[config.mk]
export PLATFORM = sky130hd
export DESIGN_NAME = pwm_dcount
export DESIGN_NICKNAME = d
export VERILOG_FILES = /design/src/rtl/pwm_pkg.sv /design/src/rtl/pwm_lvl_fifo.sv /design/src/rtl/pwm_step_timer.sv /design/src/rtl/pwm_wave_core.sv /design/src/rtl/pwm_dcount.sv
export SDC_FILE = /design/constraint.sdc
export NUM_CORES = 1
export LEC_CHECK = 0
export BUFFER_PORTS_ARGS = -buffer_cell sky130_fd_sc_hd__buf_2
export CORE_MARGIN = 3
export CORE_UTILIZATION = 55
export DETAILED_ROUTE_END_ITERATION = 8
export GPL_TIMING_DRIVEN = 1
export PLACE_DENSITY = 0.71
export SYNTH_ARGS = -nofsm -noshare
export SYNTH_HDL_FRONTEND = slang
export SYNTH_SLANG_ARGS = --single-unit
[constraint.sdc]
create_clock -name clk -period 4.3 [get_ports clk]
set_input_delay 0.43 -clock clk [delete_from_list [all_inputs] [get_ports clk]]
set_output_delay 0.43 -clock clk [all_outputs]
set_load 0.05 [all_outputs]
[src/rtl/pwm_pkg.sv]
// Package: shared defaults for the down-counting PWM generator.
// Assumes: consumers take these as parameter defaults only.
package pwm_pkg;
    localparam int unsigned PWM_DEF_CNT_W = 8;  // counter / level width
    localparam int unsigned PWM_DEF_TICK  = 3;  // clocks per count step
    localparam int unsigned PWM_DEF_DEPTH = 4;  // level buffer entries
endpackage

[src/rtl/pwm_lvl_fifo.sv]
// Module: small level buffer, first in first out, with full/empty flags.
// Assumes: pushes while full are dropped; pops while empty are ignored.
module pwm_lvl_fifo #(
    parameter int unsigned W     = pwm_pkg::PWM_DEF_CNT_W,
    parameter int unsigned DEPTH = pwm_pkg::PWM_DEF_DEPTH
) (
    input  logic         clk,
    input  logic         rst_n,
    input  logic         push,
    input  logic [W-1:0] din,
    input  logic         pop,
    output logic [W-1:0] dout,
    output logic         empty,
    output logic         full
);
    localparam int unsigned AW = (DEPTH > 1) ? $clog2(DEPTH) : 1;
    localparam int unsigned CW = $clog2(DEPTH + 1);

    logic [W-1:0]  mem_q [DEPTH];
    logic [AW-1:0] wr_ptr_q, rd_ptr_q;
    logic [CW-1:0] fill_q;
    logic          push_ok, pop_ok;

    assign empty   = (fill_q == '0);
    assign full    = (fill_q == CW'(DEPTH));
    assign push_ok = push && !full;
    assign pop_ok  = pop && !empty;
    assign dout    = mem_q[rd_ptr_q];

    // Store accepted entries at the write pointer.
    always_ff @(posedge clk) begin
        if (!rst_n) begin
            for (int i = 0; i < DEPTH; i++) mem_q[i] <= '0;
        end else if (push_ok) begin
            mem_q[wr_ptr_q] <= din;
        end
    end

    // Advance pointers and track the fill level.
    always_ff @(posedge clk) begin
        if (!rst_n) begin
            wr_ptr_q <= '0;
            rd_ptr_q <= '0;
            fill_q   <= '0;
        end else begin
            if (push_ok)
                wr_ptr_q <= (wr_ptr_q == AW'(DEPTH - 1)) ? '0 : wr_ptr_q + 1'b1;
            if (pop_ok)
                rd_ptr_q <= (rd_ptr_q == AW'(DEPTH - 1)) ? '0 : rd_ptr_q + 1'b1;
            if (push_ok && !pop_ok)      fill_q <= fill_q + 1'b1;
            else if (pop_ok && !push_ok) fill_q <= fill_q - 1'b1;
        end
    end
endmodule

[src/rtl/pwm_step_timer.sv]
// Module: divides the clock into count steps of TICK clocks each.
// Assumes: step_end pulses on the last clock of each step while run is high;
//          the phase restarts from zero whenever run is low.
module pwm_step_timer #(
    parameter int unsigned TICK = pwm_pkg::PWM_DEF_TICK
) (
    input  logic clk,
    input  logic rst_n,
    input  logic run,
    output logic step_end
);
    generate
        if (TICK <= 1) begin : g_single
            assign step_end = run;
        end else begin : g_phase
            localparam int unsigned PW = $clog2(TICK);
            logic [PW-1:0] phase_q;

            assign step_end = run && (phase_q == PW'(TICK - 1));

            // Count clocks within a step; hold at zero while idle.
            always_ff @(posedge clk) begin
                if (!rst_n || !run) phase_q <= '0;
                else if (step_end)  phase_q <= '0;
                else                phase_q <= phase_q + 1'b1;
            end
        end
    endgenerate
endmodule

[src/rtl/pwm_wave_core.sv]
// Module: period register, down-counter, held level and sticky high flag.
// Assumes: step_end comes from a timer gated by running; the level source
//          is popped without waiting at each period start.
module pwm_wave_core #(
    parameter int unsigned CNT_W = pwm_pkg::PWM_DEF_CNT_W
) (
    input  logic             clk,
    input  logic             rst_n,
    input  logic             enable,
    input  logic             cfg_wr,
    input  logic [CNT_W-1:0] cfg_period,
    input  logic             step_end,
    input  logic             src_empty,
    input  logic [CNT_W-1:0] src_level,
    output logic             src_pop,
    output logic             running,
    output logic             hi,
    output logic             wrap,
    output logic [CNT_W-1:0] cnt,
    output logic [CNT_W-1:0] per
);
    logic [CNT_W-1:0] per_q, cnt_q, lvl_q, next_lvl, cnt_dec;
    logic             run_q, hi_q, start_now, wrap_now, begin_period;

    assign start_now    = enable && !run_q;
    assign wrap_now     = enable && run_q && step_end && (cnt_q == '0);
    assign begin_period = start_now || wrap_now;
    assign src_pop      = begin_period && !src_empty;
    assign next_lvl     = src_empty ? lvl_q : src_level;
    assign cnt_dec      = cnt_q - 1'b1;

    assign running = run_q;
    assign hi      = hi_q;
    assign wrap    = wrap_now;
    assign cnt     = cnt_q;
    assign per     = per_q;

    // Period register: writable only while disabled and idle.
    always_ff @(posedge clk) begin
        if (!rst_n)                              per_q <= '0;
        else if (cfg_wr && !enable && !run_q)    per_q <= cfg_period;
    end

    // Run flag follows enable one clock later.
    always_ff @(posedge clk) begin
        if (!rst_n) run_q <= 1'b0;
        else        run_q <= enable;
    end

    // Counter, held level and sticky high flag per step.
    always_ff @(posedge clk) begin
        if (!rst_n) begin
            cnt_q <= '0;
            lvl_q <= '0;
            hi_q  <= 1'b0;
        end else if (!enable) begin
            hi_q  <= 1'b0;
        end else if (begin_period) begin
            cnt_q <= per_q;
            lvl_q <= next_lvl;
            hi_q  <= (per_q == next_lvl);
        end else if (step_end) begin
            cnt_q <= cnt_dec;
            if (cnt_dec == lvl_q) hi_q <= 1'b1;
        end
    end
endmodule

[src/rtl/pwm_dcount.sv]
// Module: top of the down-counting PWM generator with buffered duty level.
// Assumes: host writes period only while disabled; polarity is applied at
//          the pin after the waveform logic.
module pwm_dcount #(
    parameter int unsigned CNT_W = pwm_pkg::PWM_DEF_CNT_W,
    parameter int unsigned TICK  = pwm_pkg::PWM_DEF_TICK,
    parameter int unsigned DEPTH = pwm_pkg::PWM_DEF_DEPTH
) (
    input  logic             clk,
    input  logic             rst_n,
    input  logic             enable,
    input  logic             invert,
    input  logic             cfg_wr,
    input  logic [CNT_W-1:0] cfg_period,
    input  logic             lvl_wr,
    input  logic [CNT_W-1:0] lvl_data,
    output logic             lvl_full,
    output logic             pwm_out
);
    logic             fifo_pop, fifo_empty, step_end, running, hi, wrap;
    logic [CNT_W-1:0] fifo_dout, cnt, per;

    pwm_lvl_fifo #(.W(CNT_W), .DEPTH(DEPTH)) u_fifo (
        .clk(clk), .rst_n(rst_n), .push(lvl_wr), .din(lvl_data),
        .pop(fifo_pop), .dout(fifo_dout), .empty(fifo_empty), .full(lvl_full)
    );

    pwm_step_timer #(.TICK(TICK)) u_timer (
        .clk(clk), .rst_n(rst_n), .run(running), .step_end(step_end)
    );

    pwm_wave_core #(.CNT_W(CNT_W)) u_core (
        .clk(clk), .rst_n(rst_n), .enable(enable), .cfg_wr(cfg_wr),
        .cfg_period(cfg_period), .step_end(step_end), .src_empty(fifo_empty),
        .src_level(fifo_dout), .src_pop(fifo_pop), .running(running),
        .hi(hi), .wrap(wrap), .cnt(cnt), .per(per)
    );

    // Pin: idle low while stopped, then optional inversion.
    assign pwm_out = (running && hi) ^ invert;
endmodule

# Word-level counts from Yosys, hierarchy flattened
# Memory sizes are Yosys's and may differ from the RTL's. A register that Yosys moved wholly into a read port is not among the register bits.
# Cells that the tools add are included.
[op_classes]
addsub = 6
n_eq_ne = 6
n_mux = 19
bitwise = 1
reduce_logical = 33
[op_table]
columns = ["op", "n"]
rows = [
  ["$mux 8", 4],
  ["$eq 8x8->1", 2],
  ["$logic_and 1x1->1", 13],
  ["$mux 2", 5],
  ["$logic_not 8->1", 1],
  ["$mux 1", 8],
  ["$reduce_and 2->1", 4],
  ["$reduce_or 8->1", 1],
  ["$sub 8x1->8 const B", 1],
  ["$logic_not 1->1", 7],
  ["$add 2x1->2 const B", 3],
  ["$eq 2x2->1 const B", 3],
  ["$mux 3", 2],
  ["$reduce_bool 2->1", 3],
  ["$add 3x1->3 const B", 1],
  ["$eq 3x3->1 const B", 1],
  ["$logic_not 3->1", 1],
  ["$sub 3x1->3 const B", 1],
  ["$logic_or 1x1->1", 2],
  ["$reduce_or 2->1", 1],
  ["$xor 1x1->1", 1],
]
[totals]
ff_bits = 35
ram_bits = 32
in_bits = 22
output_inout_bits = 2
memories = 1
[mem_list]
columns = ["memory", "words", "word_bits", "read_ports", "rd_ports_with_merged_regs", "write_ports", "line_no", "source"]
rows = [
  ["u_fifo.mem_q", 4, 8, 1, 1, 4, "pwm_lvl_fifo.sv:19", "logic [W-1:0] mem_q [DEPTH];"],
]

# Longest topological paths before layout
# Gate-level depths: netlist of run 1.
[depth]
depth_word = 10
ltp_mapped = 12
mapped_depth_nobuf = 11

# Modules after synthesis
# A second synthesis of run 1 with hierarchy kept.
[unflattened]
hier_cells = 318
hier_area_um2 = 3530.9
[by_module_without_submodules]
columns = ["module", "n_inst", "cells_per_inst", "area_each_um2"]
rows = [
  ["pwm_lvl_fifo", 1, 130, 1863.0],
  ["pwm_wave_core", 1, 179, 1567.8],
  ["pwm_step_timer", 1, 7, 87.6],
  ["pwm_dcount", 1, 2, 12.5],
]

# Least setup slack after synthesis of run 1
# No wires, ideal clock.
[synth_path]
path_type = "reg2reg"
start = "register u_fifo.fill_q[0]"
end = "register u_fifo.fill_q[2]"
setup_time_ps = 70
t_arrival_ps = 2974
path_slack_ps = 1256
stages_incl_launch_ff = 11
period_less_slack_ps = 3044
cell_sequence = "dfxtp_1 nor3b_1 nand2b_1 inv_1 clkbuf_1 ha_1 inv_1 fa_1 xor2_1 or3_1 a21oi_1"
[synth_rtl]
columns = ["item", "line_no", "source"]
rows = [
  ["start, declared", "pwm_lvl_fifo.sv:21", "logic [CW-1:0] fill_q;"],
  ["start signal, assigned", "pwm_lvl_fifo.sv:50", "if (push_ok && !pop_ok) fill_q <= fill_q + 1'b1;"],
  ["start signal, assigned", "pwm_lvl_fifo.sv:51", "else if (pop_ok && !push_ok) fill_q <= fill_q - 1'b1;"],
  ["$eq 3x3->1 *", "pwm_lvl_fifo.sv:25", "assign full = (fill_q == CW'(DEPTH));"],
  ["named net lvl_full", "pwm_dcount.sv:17", "output logic lvl_full,"],
  ["$logic_not 1->1 *", "pwm_lvl_fifo.sv:26", "assign push_ok = push && !full;"],
  ["$logic_and 1x1->1 *", "pwm_lvl_fifo.sv:26", ""],
  ["named net u_fifo.push_ok", "pwm_lvl_fifo.sv:22", "logic push_ok, pop_ok;"],
  ["$logic_not 1->1", "pwm_lvl_fifo.sv:51", ""],
  ["$logic_and 1x1->1", "pwm_lvl_fifo.sv:51", ""],
  ["$reduce_bool 2->1 (no line)", "n/a", ""],
]
# The timed path passes the listed nets; every way through them passes the cells marked *. The select of a mux whose other input is x is not followed.
# A chain may end at the register's enable or synchronous reset.

# Worst setup path after layout of run 1
[layout_path]
start = "register u_core.cnt_q[3], in the netlist u_core.cnt[3]"
end = "register u_fifo.fill_q[2]"
[layout_between]
elab_chain_len = 8
[layout_lines]
columns = ["item", "line_no", "source"]
rows = [
  ["start, declared", "pwm_wave_core.sv:22", "logic [CNT_W-1:0] per_q, cnt_q, lvl_q, next_lvl, cnt_dec;"],
  ["start signal, assigned", "pwm_wave_core.sv:59", "cnt_q <= per_q;"],
  ["start signal, assigned", "pwm_wave_core.sv:63", "cnt_q <= cnt_dec;"],
  ["$logic_not 8->1 *", "pwm_wave_core.sv:26", "assign wrap_now = enable && run_q && step_end && (cnt_q == '0);"],
  ["$logic_and 1x1->1 *", "pwm_wave_core.sv:26", ""],
  ["$logic_or 1x1->1 *", "pwm_wave_core.sv:27", "assign begin_period = start_now || wrap_now;"],
  ["$logic_and 1x1->1 *", "pwm_wave_core.sv:28", "assign src_pop = begin_period && !src_empty;"],
  ["$logic_and 1x1->1 *", "pwm_lvl_fifo.sv:27", "assign pop_ok = pop && !empty;"],
  ["$logic_not 1->1", "pwm_lvl_fifo.sv:50", ""],
  ["$logic_and 1x1->1", "pwm_lvl_fifo.sv:50", ""],
  ["$mux 3 or $reduce_bool 2->1 (tied branches)", "n/a", ""],
]
# Mark *: on every way between the ends. The rest lies on a longest branch, timed or not.

==> results of run 1 <==
[worst reg2reg max path: cells and delay by family, from the launching register on]
kind,cells,cell delay (ns)
buffers and inverters,1,0.08
AOI/OAI and AO/OA,2,0.49
xor gates and xnor gates,1,0.07
adders and majority gates,2,0.67
DFF,1,0.38
and+or+nand+nor,3,1.50
[area by class of cell]
| type | instances | area, sq um |
|---|---|---|
| multi-input combinational | 220 | 1630 |
| timing repair buffer | 29 | 160 |
| tap | 75 | 93.8 |
| inverter | 9 | 33.8 |
| sequential | 69 | 1700 |
| fill | 510 | 2190 |
| clock buffer | 15 | 176 |
| clock inverter | 1 | 5.00 |
[state kept, by name, summed over array words and instances (netlist names), named ones only]
signal                   flops
u_timer.g_phase.phase_q      2
u_core.running               1
u_fifo.mem_q                32
u_core.cnt                   8
u_fifo.fill_q                3
u_core.lvl_q                 8
u_fifo.wr_ptr_q              2
u_fifo.rd_ptr_q              2
u_core.hi                    1
u_core.per                   8
[metrics by stage]
step	worst slack [ns]	area, sq um
floorplan	1.26	3430
global placement	1.19	3620
detailed placement	1.08	3620
CTS	1.06	3800
global route	0.873	3800
finish	1.04	3800
[final timing paths]
path                              start                          to  slack, ns  depth (start not counted)
max reg2reg               u_core.cnt[3]            u_fifo.fill_q[2]       1.04                          9
min                       cfg_period[0]               u_core.per[0]       0.32                          3
max                       u_core.cnt[3]            u_fifo.fill_q[2]       1.04                          9
min reg2reg  u_timer.g_phase.phase_q[0]  u_timer.g_phase.phase_q[0]       0.41                          1
[synthesized netlist by cell type (10+ instances only)]
library cell | count | area (sq um)
dfxtp_1 | 37 | 741
edfxtp_1 | 32 | 961
and2_1 | 26 | 163
nor2_1 | 24 | 90.1
a21oi_1 | 19 | 95.1
mux2i_1 | 19 | 190
xor2_1 | 18 | 158
and3_1 | 13 | 81.3
nand2_1 | 13 | 48.8
xnor2_1 | 13 | 114
o21ai_0 | 11 | 55.1
clkbuf_1 | 10 | 37.5
[per-layer routing]
metal  vias to the layer above  global-route usage
li1                       1169                   -
met1                      1181               0.271
met2                        38               0.380
met3                        11              0.0291
met4                         0              0.0878
met5                         -                   0
[logic make-up (layout without fill, tap and decap cells)]
kind of cell | Yosys count | count (layout) | synth area share
and+or+nand+nor | 110 | 110 | 0.174
DFF | 69 | 69 | 0.497
AOI/OAI and AO/OA | 43 | 43 | 0.0792
xor gates and xnor gates | 31 | 31 | 0.0792
muxes | 29 | 29 | 0.115
buffers and inverters | 25 | 54 | 0.0288
adders and majority gates | 7 | 7 | 0.0277
[power by group through the flow]
| stage | Clock, mW | Combinational, mW | Sequential (mW) |
|---|---|---|---|
| 6_report | 0.483 | 0.443 | 0.841 |
| 5_1_grt | 0.526 | 0.494 | 0.856 |
| 4_1_cts | 0.492 | 0.446 | 0.842 |
| 3_5_place_dp | 0 | 0.442 | 0.856 |
| 3_3_place_gp | 0 | 0.429 | 0.852 |
| 2_1_floorplan | 0 | 0.366 | 0.820 |
==> impl_metrics.toml, run 1 <==
[status]
outcome = "complete, no violations"

[yosys]
ys_seq_elements = 69
postSynthCellCount = 314
syn-mean-instance-area_sq_um = 10.9
synth-edff-count = 32
synth_sequential_area_ratio = 0.497
yosys_warnings = 0
synth_flop_cell = "dfxtp_1"
mappedNetlistNets = 343
asyncSetResetFlopFracSynth = 0
post_synth_instance_area_sq_um = 3430
yosys.cell_types.count = 42

[timing]
setup_total_negative_slack_ns = 0
max-slew-margin-rel = 0.343
hold_viol_final = 0
grt_setup_unrepaired = "no"
fmax_mhz = 306
layout_worst_path_cycle_share = 0.759
tightest_slew_ns = 0.985
fin_skew_ns = 0.00860
maxSlewViolCount = 0
final.min_clock_period_ns = 3.26
report.final.setup_viol = 0
finalHoldWorstSlack_ns = 0.324

[clocking]
post_cts_resize_count = 0
holdBufCountCts = 0
cts_max_path_buffers = 2
tritoncts_num_sinks = 69
ctsHtreeMaxLevel = 3
postCtsSetupBuffers = 0
clock_slew_at_reported_path_ffs_ns = 0.07
clock_latency_ns = 0.34
cts_inserted_buffers = 9
clockRootBuffer = "clkbuf_8"
cts_tree = "yes"

[final_layout]
final_cell_mix = "dfxtp_1, edfxtp_1, and2_1"
antennaDiodeCount = 0
final_common_cell = "dfxtp_1"
final-instance-count-excl-fill = 418
flow.area_growth_from_synthesis_pct = 10.8
share_of_cells_above_drive_strength_1 = 0.163
finalCoreUtilization = 0.634
final_net_count = 367

[placed_design]
place_hpwl_mm = 4.85
io_buffer_count = 23
gpl.final_weighted_congestion = 0.772
place.detailed.instances = 402

[pwr]
power_frac_seq = 0.476
power.switching_mw = 0.537
power_switching_share = 0.304
clock_power_frac = 0.273
cellPowerDensity_nw_per_um2 = 465
worst_ir_drop_vdd_uv = 242
power.internal_mw = 1.23
part_of_the_power_in_combinational_logic = 0.251
leakagePower_nw = 1.60
power.total_mw = 1.77

[route]
dr_total_vias = 2399
detailroute.wirelength.met3_um = 168
first_drt_pass_iteration_count = 4
via_per_inst = 5.74
drt-total-wl_mm = 7.02
detailedRoute.firstIterationViolations = 136
antenna_violating_nets_left = 0
detail_route.drc_violations = 0
mean_routed_wirelength_per_cell_um = 16.8
drt-met1-wl_mm = 3.10
wl_met2_mm = 3.63
highest-signal-layer = "met4"

[min_path]
type_of_the_tightest_min_delay_check = "in2reg"

[worst_setup_path]
path_buf_inv = 1
critPathLaunchType = "flip-flop"
timing.critical_path.required_ns = 4.56
cp_slowest_stage_delay_ns = 0.60
critPathTopFamily = "simple AND/OR/NAND/NOR gates"
crit_slowest_cell = "nand3_1"
crit_type = "reg2reg"
cells_along_the_critical_path = "or4_4, o41ai_4, nand3_1, ha_1, inv_1, fa_1, xor2_1, or3_1, a21oi_1"
cp.arrival_ns = 3.53
worst_setup_path_end_kind = "flip-flop"
critical_path.max_fanout = 12

[global_route]
first_global_vias = 2489
number_of_antenna_violations_at_the_first_check_in_global_routing = 0
grtUsageTotal = 0.217
grt_pass1_wl_mm = 12.2
grt_start_max_net_pins = 32
overflow = 0

[floorplan]
die_area_sq_um = 7210
die_width_um = 84.9
top_level_ports = 24
start_util = 0.572
die_y_um = 84.9
num_rows = 28
coreArea_sq_um = 5990

[job]
timing.max_cap.violations = 0
Power figures use the tool's default switching activity.
==> inputs of run 2 (changes only) <==
ABC_AREA = 1   (was not set)
clock period = 3.3 ns   (was 4.3 ns; I/O delays follow)
==> run 2 against run 1 <==
Compared with the run above:
- first-iteration DRC count is 62% higher
- sequential power grew 34%
- cell area up 1.6%
- clock power rose by 28%
- global-route usage is 1.2 points higher
- setup slack lost 0.33 ns
- register-to-register slack worse by 0.33 ns
- clock skew down 0.0029 ns
- synthesized area increased by 3.4%
- die area grew 3.2%
- critical path depth increased by 7
- power up 46%
- highest routed layer unchanged
==> impl_metrics.toml, run 2 <==
[final_layout]
sequential_cell_area_sq_um = 1700
design_area_sq_um = 3860
largest_register_by_flop_count = "u_fifo.mem_q"
number_of_flip_flops_under_the_largest_register_name = 32
share_of_cells_above_drive_strength_1 = 0.142
flow.area_growth_from_synthesis_pct = 8.86
final_cell_mix = "nand2_1, nor2_1, nand3_1"
antennaDiodeCount = 0
final_net_count = 502
multiInputGateArea_sq_um = 1590
num-fill-cells = 540
finalCoreUtilization = 0.633
final_common_cell = "nand2_1"

[timing]
report.final.setup_viol = 0
max-slew-margin-rel = 0.331
postLayoutSetupSlackWorst_ns = 0.701
setup_total_negative_slack_ns = 0
final.min_clock_period_ns = 2.60
hold_viol_final = 0
tightest_slew_ns = 0.997
fmax_mhz = 385
fin_skew_ns = 0.00566
grt_setup_unrepaired = "no"
maxSlewViolCount = 0
layout_worst_path_cycle_share = 0.788

[pwr]
worst_ir_drop_vdd_uv = 436
power.switching_mw = 0.988
power_frac_seq = 0.437
leakagePower_nw = 1.72
power_switching_share = 0.383
cellPowerDensity_nw_per_um2 = 669
part_of_the_power_in_combinational_logic = 0.323
power.total_mw = 2.58
clock_power_frac = 0.240
power.internal_mw = 1.59

[clocking]
postCtsSetupBuffers = 0
cts_max_path_buffers = 2
tritoncts_num_sinks = 69
cts_inserted_buffers = 9
cts_tree = "yes"
clock_latency_ns = 0.35
holdBufCountCts = 0
clock_slew_at_reported_path_ffs_ns = 0.07
post_cts_resize_count = 0
clockRootBuffer = "clkbuf_8"
ctsHtreeMaxLevel = 3

[yosys]
mappedNetlistNets = 480
yosys-mux-area-fraction = 0
postSynthCellCount = 451
asyncSetResetFlopFracSynth = 0
ys_top_cells_by_area = "edfxtp_1, dfxtp_1, nand2_1"
synth_compound_gate_area_share = 0.0981
synth_top_family_by_area = "simple AND/OR/NAND/NOR gates"
most_numerous_cell_in_the_yosys_netlist = "nand2_1"
synth_flop_cell = "dfxtp_1"
ys_seq_elements = 69
yosys.area_share.adder = 0.0268
synth_largest_area_cell = "edfxtp_1"
post_synth_instance_area_sq_um = 3540
synth_sequential_area_ratio = 0.480
synth-edff-count = 32
yosysTopAreaCellShare = 0.271
post_synth_xor_area_fraction = 0.0124
yosys_warnings = 0
synth_top_cells_by_count = "nand2_1, nor2_1, nand3_1"
post_synth_and_or_nand_nor_area_fraction = 0.310
yosys.cell_types.count = 39
syn-mean-instance-area_sq_um = 7.86

[global_route]
overflow = 0
use_met3 = 0.0390
groute.layer.met1.usage = 0.308
grt_pass1_wl_mm = 13.2
first_global_vias = 2847
groute.layer.met2.usage = 0.368
grtUsageTotal = 0.229
grt_start_max_net_pins = 26
number_of_antenna_violations_at_the_first_check_in_global_routing = 0
busiest_layer = "met2"

[route]
via_per_inst = 5.42
dr_total_vias = 3000
detail_route.drc_violations = 0
antenna_violating_nets_left = 0
drt-total-wl_mm = 7.91
mean_routed_wirelength_per_cell_um = 14.3
detailedRoute.firstIterationViolations = 220
first_drt_pass_iteration_count = 5

[worst_setup_path]
cp.arrival_ns = 2.83
critPathLaunchType = "flip-flop"
critical_path.max_fanout = 15
timing.critical_path.required_ns = 3.53
reg2regPathDepth = 16
crit_type = "reg2reg"
worst_setup_path_end_kind = "flip-flop"

[floorplan]
start_util = 0.581
num_rows = 28
die_area_sq_um = 7440
coreArea_sq_um = 6100
die_y_um = 86.3
die_width_um = 86.3
top_level_ports = 24

[placed_design]
dp_worst_setup_slack_ns = 0.734
dp_area_sq_um = 3680
gpl.final_weighted_congestion = 0.874
io_buffer_count = 23
place_hpwl_mm = 5.79

[min_path]
worstHoldPathCells = 3
type_of_the_tightest_min_delay_check = "in2reg"

[status]
outcome = "complete, no violations"

[job]
timing.max_cap.violations = 0
run 2: cell families after synthesis:
| family | after synthesis |
|---|---|
| AO/OA/AOI/OAI | 62 |
| XOR/XNOR | 5 |
| adder cells (fa/ha/maj) | 7 |
| buffers and inverters | 59 |
| flip-flops | 69 |
| AND/OR/NAND/NOR | 249 |
run 2: path summary, 6_finish.rpt:
check	start	end	slack (ns)
setup reg to reg	u_core.cnt[0]	u_fifo.fill_q[2]	0.70
hold reg to reg	u_timer.g_phase.phase_q[0]	u_timer.g_phase.phase_q[0]	0.41
setup / recovery	u_core.cnt[0]	u_fifo.fill_q[2]	0.70
hold / removal	cfg_period[1]	u_core.per[1]	0.26
run 2: area by class of cell:
cell class	count	share of cell area
flip-flops and latches	69	0.441
repair buffers	24	0.0318
multi-input cells	323	0.411
inverters	46	0.0460
well taps	75	0.0243
clock inverters	5	0.00908
clock buffers	11	0.0366
run 2: power by group through the flow:
stage                     sequential (mW)  combinational, mW  clock (mW)
after floorplan                      1.10              0.698           0
after global placement               1.14              0.812           0
after detailed placement             1.15              0.831           0
after CTS                            1.13              0.834       0.635
after global routing                 1.14              0.968       0.669
final                                1.13              0.835       0.620
run 2: critical path, cell delays in order (launching register included):
cell	delay (ns)
dfxtp_1	0.37
inv_1	0.14
ha_1	0.22
nand3_1	0.09
nor2_2	0.05
nand3_2	0.07
nand2_4	0.12
inv_4	0.20
nor2_8	0.08
inv_2	0.06
ha_1	0.13
inv_1	0.06
fa_1	0.37
a21oi_1	0.15
o21ai_0	0.11
o21ai_0	0.17
a21oi_1	0.06
run 2: per-stage QoR:
| step | hold WS (ns) | instances |
|---|---|---|
| floorplan | 0.392 | 451 |
| global placement | 0.399 | 537 |
| detailed placement | 0.405 | 537 |
| CTS | 0.249 | 553 |
| global route | 0.296 | 553 |
| finish | 0.264 | 553 |
run 2: routing by layer:
metal  share of wire  up-vias
met5               0        -
met4           0.015        0
met3           0.046       13
met2            0.47       78
met1            0.47     1386
li1                -     1523
